**src/rtl/rj_rx_pkg.sv**
```systemverilog
package rj_rx_pkg;
  typedef enum logic [1:0] {
    HALF_NONE      = 2'd0,
    HALF_LEFT_END  = 2'd1,
    HALF_RIGHT_END = 2'd2
  } half_evt_e;
endpackage

```
**src/rtl/rj_sync.sv**
```systemverilog
module rj_sync #(
  parameter int W      = 1,
  parameter int STAGES = 2
) (
  input  logic         clk,
  input  logic         rst_n,
  input  logic [W-1:0] d,
  output logic [W-1:0] q
);
  logic [W-1:0] stg [STAGES];

  always_ff @(posedge clk) begin
    if (!rst_n) begin
      for (int i = 0; i < STAGES; i++) stg[i] <= '0;
    end else begin
      stg[0] <= d;
      for (int i = 1; i < STAGES; i++) stg[i] <= stg[i-1];
    end
  end

  assign q = stg[STAGES-1];
endmodule

```
**src/rtl/rj_edge_det.sv**
```systemverilog
module rj_edge_det #(
  parameter int W = 1
) (
  input  logic         clk,
  input  logic         rst_n,
  input  logic [W-1:0] lvl,
  output logic [W-1:0] chg
);
  logic [W-1:0] prev_q;

  always_ff @(posedge clk) begin
    if (!rst_n) prev_q <= '0;
    else        prev_q <= lvl;
  end

  assign chg = lvl ^ prev_q;
endmodule

```
**src/rtl/rj_word_shifter.sv**
```systemverilog
module rj_word_shifter #(
  parameter int WORD_W = 24
) (
  input  logic              clk,
  input  logic              rst_n,
  input  logic              bit_stb,
  input  logic              bit_val,
  input  logic              half_end,
  output logic [WORD_W-1:0] word,
  output logic              full
);
  localparam int CNT_W = $clog2(WORD_W + 1);
  localparam logic [CNT_W-1:0] CNT_MAX = CNT_W'(WORD_W);

  logic [WORD_W-1:0] shift_q;
  logic [CNT_W-1:0]  cnt_q;

  always_ff @(posedge clk) begin
    if (!rst_n) begin
      shift_q <= '0;
      cnt_q   <= '0;
    end else if (half_end) begin
      // a bit arriving with the edge belongs to the new half
      shift_q <= bit_stb ? {{(WORD_W-1){1'b0}}, bit_val} : '0;
      cnt_q   <= bit_stb ? CNT_W'(1) : '0;
    end else if (bit_stb) begin
      shift_q <= {shift_q[WORD_W-2:0], bit_val};
      if (cnt_q != CNT_MAX) cnt_q <= cnt_q + CNT_W'(1);
    end
  end

  assign word = shift_q;
  assign full = (cnt_q == CNT_MAX);
endmodule

```
**src/rtl/rj_frame_assembler.sv**
```systemverilog
module rj_frame_assembler
  import rj_rx_pkg::*;
#(
  parameter int WORD_W = 24
) (
  input  logic              clk,
  input  logic              rst_n,
  input  half_evt_e         evt,
  input  logic [WORD_W-1:0] word,
  input  logic              full,
  input  logic              out_ready,
  output logic              out_valid,
  output logic [WORD_W-1:0] out_left,
  output logic [WORD_W-1:0] out_right,
  output logic              short_err,
  output logic              frame_load
);
  logic              armed_q;
  logic              have_left_q;
  logic [WORD_W-1:0] left_hold_q;

  assign frame_load = armed_q && have_left_q && (evt == HALF_RIGHT_END);

  always_ff @(posedge clk) begin
    if (!rst_n) begin
      armed_q     <= 1'b0;
      have_left_q <= 1'b0;
      left_hold_q <= '0;
      out_valid   <= 1'b0;
      out_left    <= '0;
      out_right   <= '0;
      short_err   <= 1'b0;
    end else begin
      if (out_valid && out_ready) out_valid <= 1'b0;
      if (evt != HALF_NONE) begin
        if (!armed_q) begin
          armed_q     <= 1'b1;
          have_left_q <= 1'b0;
        end else begin
          if (!full) short_err <= 1'b1;
          if (evt == HALF_LEFT_END) begin
            left_hold_q <= word;
            have_left_q <= 1'b1;
          end else begin
            have_left_q <= 1'b0;
          end
        end
      end
      if (frame_load) begin
        out_left  <= left_hold_q;
        out_right <= word;
        out_valid <= 1'b1;
      end
    end
  end
endmodule

```
**src/rtl/rj_audio_rx.sv**
```systemverilog
module rj_audio_rx
  import rj_rx_pkg::*;
#(
  parameter int WORD_W      = 24,
  parameter int SYNC_STAGES = 2
) (
  input  logic              clk,
  input  logic              rst_n,
  input  logic              lrck_in,
  input  logic              sclk_in,
  input  logic              sdata_in,
  input  logic              out_ready,
  output logic              out_valid,
  output logic [WORD_W-1:0] out_left,
  output logic [WORD_W-1:0] out_right,
  output logic              short_err
);
  localparam int LINES = 3;

  logic [LINES-1:0]  ser_s;
  logic [1:0]        clk_chg;
  logic              lrck_s, sclk_s, sdata_s;
  logic              lrck_rise, lrck_fall, bit_stb;
  logic              frame_load;
  logic              full;
  logic [WORD_W-1:0] word;
  half_evt_e         evt;

  // all lines share one synchroniser depth so bits and edges stay aligned
  rj_sync #(.W(LINES), .STAGES(SYNC_STAGES)) sync_i (
    .clk(clk), .rst_n(rst_n),
    .d({lrck_in, sclk_in, sdata_in}),
    .q(ser_s)
  );

  assign {lrck_s, sclk_s, sdata_s} = ser_s;

  rj_edge_det #(.W(2)) edge_i (
    .clk(clk), .rst_n(rst_n),
    .lvl({lrck_s, sclk_s}),
    .chg(clk_chg)
  );

  assign bit_stb   = clk_chg[0] & sclk_s;
  assign lrck_rise = clk_chg[1] & lrck_s;
  assign lrck_fall = clk_chg[1] & ~lrck_s;

  always_comb begin
    if (lrck_fall)      evt = HALF_LEFT_END;
    else if (lrck_rise) evt = HALF_RIGHT_END;
    else                evt = HALF_NONE;
  end

  rj_word_shifter #(.WORD_W(WORD_W)) shift_i (
    .clk(clk), .rst_n(rst_n),
    .bit_stb(bit_stb), .bit_val(sdata_s),
    .half_end(lrck_rise | lrck_fall),
    .word(word), .full(full)
  );

  rj_frame_assembler #(.WORD_W(WORD_W)) asm_i (
    .clk(clk), .rst_n(rst_n),
    .evt(evt), .word(word), .full(full),
    .out_ready(out_ready),
    .out_valid(out_valid),
    .out_left(out_left), .out_right(out_right),
    .short_err(short_err),
    .frame_load(frame_load)
  );
endmodule

```
**config.mk**
```make
export PLATFORM = sky130hd
export DESIGN_NAME = rj_audio_rx
export DESIGN_NICKNAME = d
export VERILOG_FILES = /design/src/rtl/rj_rx_pkg.sv /design/src/rtl/rj_sync.sv /design/src/rtl/rj_edge_det.sv /design/src/rtl/rj_word_shifter.sv /design/src/rtl/rj_frame_assembler.sv /design/src/rtl/rj_audio_rx.sv
export SDC_FILE = /design/constraint.sdc
export NUM_CORES = 1
export LEC_CHECK = 0
export CORE_ASPECT_RATIO = 1.2
export CORE_MARGIN = 2
export CORE_UTILIZATION = 39
export DETAILED_ROUTE_END_ITERATION = 16
export GPL_TIMING_DRIVEN = 0
export PLACE_DENSITY_LB_ADDON = 0.05
export SYNTH_ARGS = -nofsm -noshare
export SYNTH_HDL_FRONTEND = slang
export SYNTH_SLANG_ARGS = --single-unit
export TNS_END_PERCENT = 10
```
**constraint.sdc**
```tcl
create_clock -name clk -period 4.2 [get_ports clk]
set_clock_uncertainty 0.2 [all_clocks]
set_input_delay 1.05 -clock clk [delete_from_list [all_inputs] [get_ports clk]]
set_output_delay 1.05 -clock clk [all_outputs]
set_load 0.005 [all_outputs]
```
Word level (Yosys, flattened, before mapping)
Memory sizes are Yosys's and may differ from the RTL's.
Index checks and enable logic that the tools add are counted.

word-level totals
  input bits = 6
  logic and storage cells = 52
  memories kept = 1
  memory bits (writable) = 6
  output and inout port bits = 50
  bits in registers = 107

operators by class
  reduce and logical (&&, ||, !) cells = 10
  eq/ne operators = 4
  mux-type cells = 17
  add/sub/neg operators = 1
  bitwise gates (word level) = 9

memories
  name        words  width  read ports  clocked after memory_dff  write ports  RTL line       RTL
  sync_i.stg  2      3      2           0                         2            rj_sync.sv:10  logic [W-1:0] stg [STAGES];

operator list
  cell                 count
  $mux 24              2
  $mux 5               3
  $mux 1               8
  $reduce_bool 2->1    4
  $mux 3               2
  $reduce_and 3->1     2
  $add 5x1->5 const B  1
  $eq 5x5->1 const B   1
  $ne 5x5->1 const B   1
  $mux 2               2
  $and 1x1->1          3
  $logic_and 1x1->1    3
  $or 1x1->1           3
  $eq 2x1->1 const B   1
  $eq 2x2->1 const B   1
  $not 1->1            2
  $reduce_and 2->1     1
  $xor 2x2->2          1

Longest topological paths before layout
An unclocked memory read counts as a cell.

  depth after elaboration = 8
  depth in mapped cells = 7
  mapped depth without buffers = 5

By module
Synthesis repeated with hierarchy kept, for this count alone.

second synthesis, totals
  cell total of the unflattened synthesis = 445
  area, all modules = 4361.7 sq um

by module, submodules not included
  module              area an instance (sq um)  cells each  sequential area each (sq um)  times used
  rj_frame_assembler  2937.8                    308         1521.5                        1
  rj_word_shifter     1146.1                    112         580.6                         1
  rj_sync             180.2                     15          120.1                         1
  rj_edge_det         71.3                      6           40.0                          1
  rj_audio_rx         26.3                      4           0.0                           1

Least setup slack after synthesis
Ideal clock, no wire load.

  path type = input to register
  start = in rst_n
  end = reg asm_i.left_hold_q[13]
  arrival time = 1532 ps
  required time = 3924 ps
  buffers on the path = 2
  library setup time = 76 ps
  cell stages on the path = 3
  slack = 2393 ps
  cell sequence = buf_4 clkbuf_1 a21boi_0

RTL lines
  what                  RTL line                  RTL
  start, declared       rj_audio_rx.sv:8          input logic rst_n,
  end signal, assigned  rj_frame_assembler.sv:42  left_hold_q <= word;
  end, declared         rj_frame_assembler.sv:20  logic [WORD_W-1:0] left_hold_q;

No word-level cell between the ends.

Final worst setup path
  start = reg asm_i.out_left[23]
  end = out out_left[23]

RTL lines
  what                    RTL line                  RTL
  start, declared         rj_frame_assembler.sv:13  output logic [WORD_W-1:0] out_left,
  start signal, assigned  rj_frame_assembler.sv:50  out_left <= left_hold_q;
  end, declared           rj_audio_rx.sv:14         output logic [WORD_W-1:0] out_left,

No word-level cell between the ends.

==> out/qor.log <==
INFO  placed_design  post_dp_cell_area=4900um^2
INFO  clocking       clkLatencyLatePin=0.41ns
INFO  power_and_ir_drop clock_share_of_power=0.568
INFO  clocking       clockRootBuffer=clkbuf_16
INFO  power_and_ir_drop design_power_total=0.00264W
INFO  detailed_routing viasPerCell=4.72
INFO  clocking       clkSlewWorstSetupHoldPaths=0.05ns
INFO  detailed_routing detail-route-antenna-nets=0
INFO  setup_path     required=2.95ns
INFO  placed_design  detailed_place_hpwl=6630um
INFO  clocking       clockBufferDepth=2
INFO  yosys          ys_dominant_reg_cell=dfxtp_1
INFO  floorplan      io_pins=56
INFO  power_and_ir_drop power.share.switching=0.197
INFO  flow_run       cap_viol_max_count=0
INFO  setup_path     startpoint_type=flop
INFO  power_and_ir_drop pwr-share-comb=0.022
INFO  global_route   grt_antenna_before_repair=0
INFO  sta            min_period_over_period=0.602
INFO  detailed_routing drcViolationCount=0
INFO  setup_path     timing.critical_path.cells=clkdlybuf4s50_1
INFO  power_and_ir_drop worst_ir_drop_vdd=0.000294V
INFO  yosys          netlist_instances=488
INFO  detailed_routing drtIter0Drc=92
INFO  clocking       h-tree-depth=4
INFO  detailed_routing drt_pass1_iterations=4
INFO  setup_path     cp_data_arrival_time=1.28ns
INFO  power_and_ir_drop internal-power=0.00212W
INFO  setup_path     critical-path-top-delay-family=buffers and inverters
INFO  yosys          net_count_synth=498
INFO  layout         flow.area_growth_from_synthesis=31.8%
INFO  layout         final_layout_size_suffix_gt1_frac=0.101
INFO  setup_path     critical-path-max-stage-delay=0.51ns
INFO  floorplan      die-area=11600um^2
INFO  setup_path     critical_path_class=reg2out
INFO  detailed_routing routedWlPerCell=13.4um
INFO  layout         final_area=5520um^2
INFO  sta            maxClockFrequency=0.395GHz
INFO  detailed_routing drt_wl_total=9430um
INFO  power_and_ir_drop power-per-cell-area=478nW/um^2
INFO  global_route   grt_usage=0.173
INFO  floorplan      die_width=98.6um
INFO  power_and_ir_drop p_leak=1.88nW
INFO  clocking       cts_sinks=113
INFO  placed_design  dp_worst_setup_slack=1.42ns
INFO  clocking       buffers_inserted_by_post_cts_timing_repair=0
INFO  clocking       post_cts_resize_count=0
INFO  yosys          synthesis.area_per_instance=8.58um^2
INFO  power_and_ir_drop share_seq_of_total_power=0.410
INFO  yosys          synth_async_sr_flop_share=0
INFO  yosys          synthesis.area=4190um^2
INFO  sta            rsz0062_at_grt=false
INFO  sta            final_critical_path_setup_slack=1.67ns
INFO  clocking       cts_buffers=17
INFO  placed_design  port-buffer-count=55
INFO  run_status     status=complete, no violations
INFO  sta            tightest_slew=0.517ns
INFO  yosys          synth-seq-area-share=0.540
INFO  setup_path     wp_buf_inv=1
INFO  sta            final_layout_setup_total_negative_slack=0ns
INFO  sta            timing.final.crit_period=2.53ns
INFO  sta            finalSetupViolCount=0
INFO  clocking       cts_tree=yes
INFO  sta            slew_headroom=0.655
INFO  placed_design  globalplace.congestion=0.763
INFO  yosys          synth_edf_count=0
INFO  global_route   grt_pass1_vias=3204
INFO  clocking       ctsHoldBuffers=0
INFO  setup_path     slowest_stage=clkdlybuf4s50_1
INFO  floorplan      die_height=118um
INFO  global_route   maximum_number_of_pins_on_one_net_before_global_route_repair=17
INFO  global_route   grt_first_pass_wirelength=15700um
INFO  setup_path     crit_path_max_fanout=2
INFO  power_and_ir_drop p_switching=0.000521W
INFO  detailed_routing detailroute.via_count=3326
INFO  layout         final_nets=572
INFO  worst_hold_path min-delay-path-class=reg2reg
INFO  yosys          yosys.cell_types.count=27
INFO  layout         antenna_cells=0
INFO  floorplan      initial_utilization=0.398
INFO  sta            timing.final.max_slew_violations=0
INFO  floorplan      std_cell_rows=41
INFO  global_route   overflow=0
INFO  yosys          yosys_warnings=0
INFO  floorplan      core_area=10500um^2
INFO  yosys          synth-seq-cells=113
INFO  sta            timing_hold_violations_final=0
INFO  setup_path     cp-end-kind=primary output
-- per-layer routing --
layer	global-route usage	up-vias	wire length, um
li1	-	1729	-
met1	0.205	1523	4330
met2	0.287	58	4600
met3	0.0540	16	356
met4	0.0753	0	148
met5	0	-	0
-- flip-flops by register name, summed over array words and instances, names as in the netlist, 2 cells and up --
| register | cells |
|---|---|
| asm_i.left_hold_q | 24 |
| asm_i.out_left | 24 |
| asm_i.out_right | 24 |
| shift_i.word | 24 |
| sync_i.stg | 6 |
| shift_i.cnt_q | 5 |
| edge_i.prev_q | 2 |
-- cell type report --
type	count	area, um^2
well taps	129	161
inverters	5	18.8
plain buffers	33	199
flip-flops and latches	113	2260
fillers	1014	5000
clock inverters	12	163
repair buffers	55	551
clock buffers	20	457
multi-input cells	337	1710
-- cells in the mapped netlist (all sizes together), types with 3 or more instances --
master | n | share of area
buf | 24 | 0.039
o21ai | 4 | 0.0048
inv | 5 | 0.0045
a21boi | 75 | 0.13
or3 | 3 | 0.0045
ha | 4 | 0.012
dfxtp | 113 | 0.54
nand3 | 4 | 0.0048
a21oi | 27 | 0.033
and2 | 10 | 0.015
nand2 | 197 | 0.18
clkbuf | 9 | 0.0081
-- placed cells by master, fill, tap and decap left out, types with 2 or more instances in the layout --
master,netlist,routed
a21boi_0,48,48
ha_1,4,4
and2_1,10,10
o21ai_0,4,4
buf_2,12,12
nand2b_1,2,2
buf_4,8,8
a21boi_1,27,27
clkinv_2,0,7
clkbuf_16,0,17
clkbuf_1,9,10
a21oi_1,26,26
or3_1,3,3
nand2_1,197,197
clkbuf_8,0,2
buf_6,4,4
clkdlybuf4s50_1,0,55
bufinv_16,0,4
nor3_1,2,2
nand3_1,4,4
dfxtp_1,113,113
inv_1,5,5
-- path summary, 6_finish.rpt --
check,to,cells past startpoint,slack (ns),startpoint
hold reg to reg,sync_i.stg[0][5],1,0.23,sync_i.stg[0][2]
setup / recovery,out_left[23],1,1.67,asm_i.out_left[23]
hold / removal,sync_i.stg[0][5],1,0.23,sync_i.stg[0][2]
setup reg to reg,shift_i.word[17],6,2.44,edge_i.prev_q[1]
-- cells by family after synthesis --
group                    share of synthesized area
AND/OR/NAND/NOR                              0.217
flip-flops                                   0.540
AO/OA/AOI/OAI                                0.176
buffers and inverters                       0.0520
adder cells (fa/ha/maj)                     0.0119
multiplexers                               0.00239
-- stage by stage --
step,std cells,hold slack (ns),utilization
after detailed placement,672,0.217,0.466
after floorplan,488,0.212,-
after global placement,672,0.218,0.466
after global routing,704,0.257,0.525
after CTS,704,0.229,0.525
final,704,0.230,0.525
-- power groups by stage --
stage	logic, W	clock network (W)	registers [W]
2_1_floorplan	0.0000376	0	0.00110
3_3_place_gp	0.0000575	0	0.00110
3_5_place_dp	0.0000581	0	0.00110
4_1_cts	0.0000583	0.00152	0.00108
5_1_grt	0.0000631	0.00156	0.00108
6_report	0.0000571	0.00150	0.00108
No activity file was read; power rests on OpenSTA's default activity.
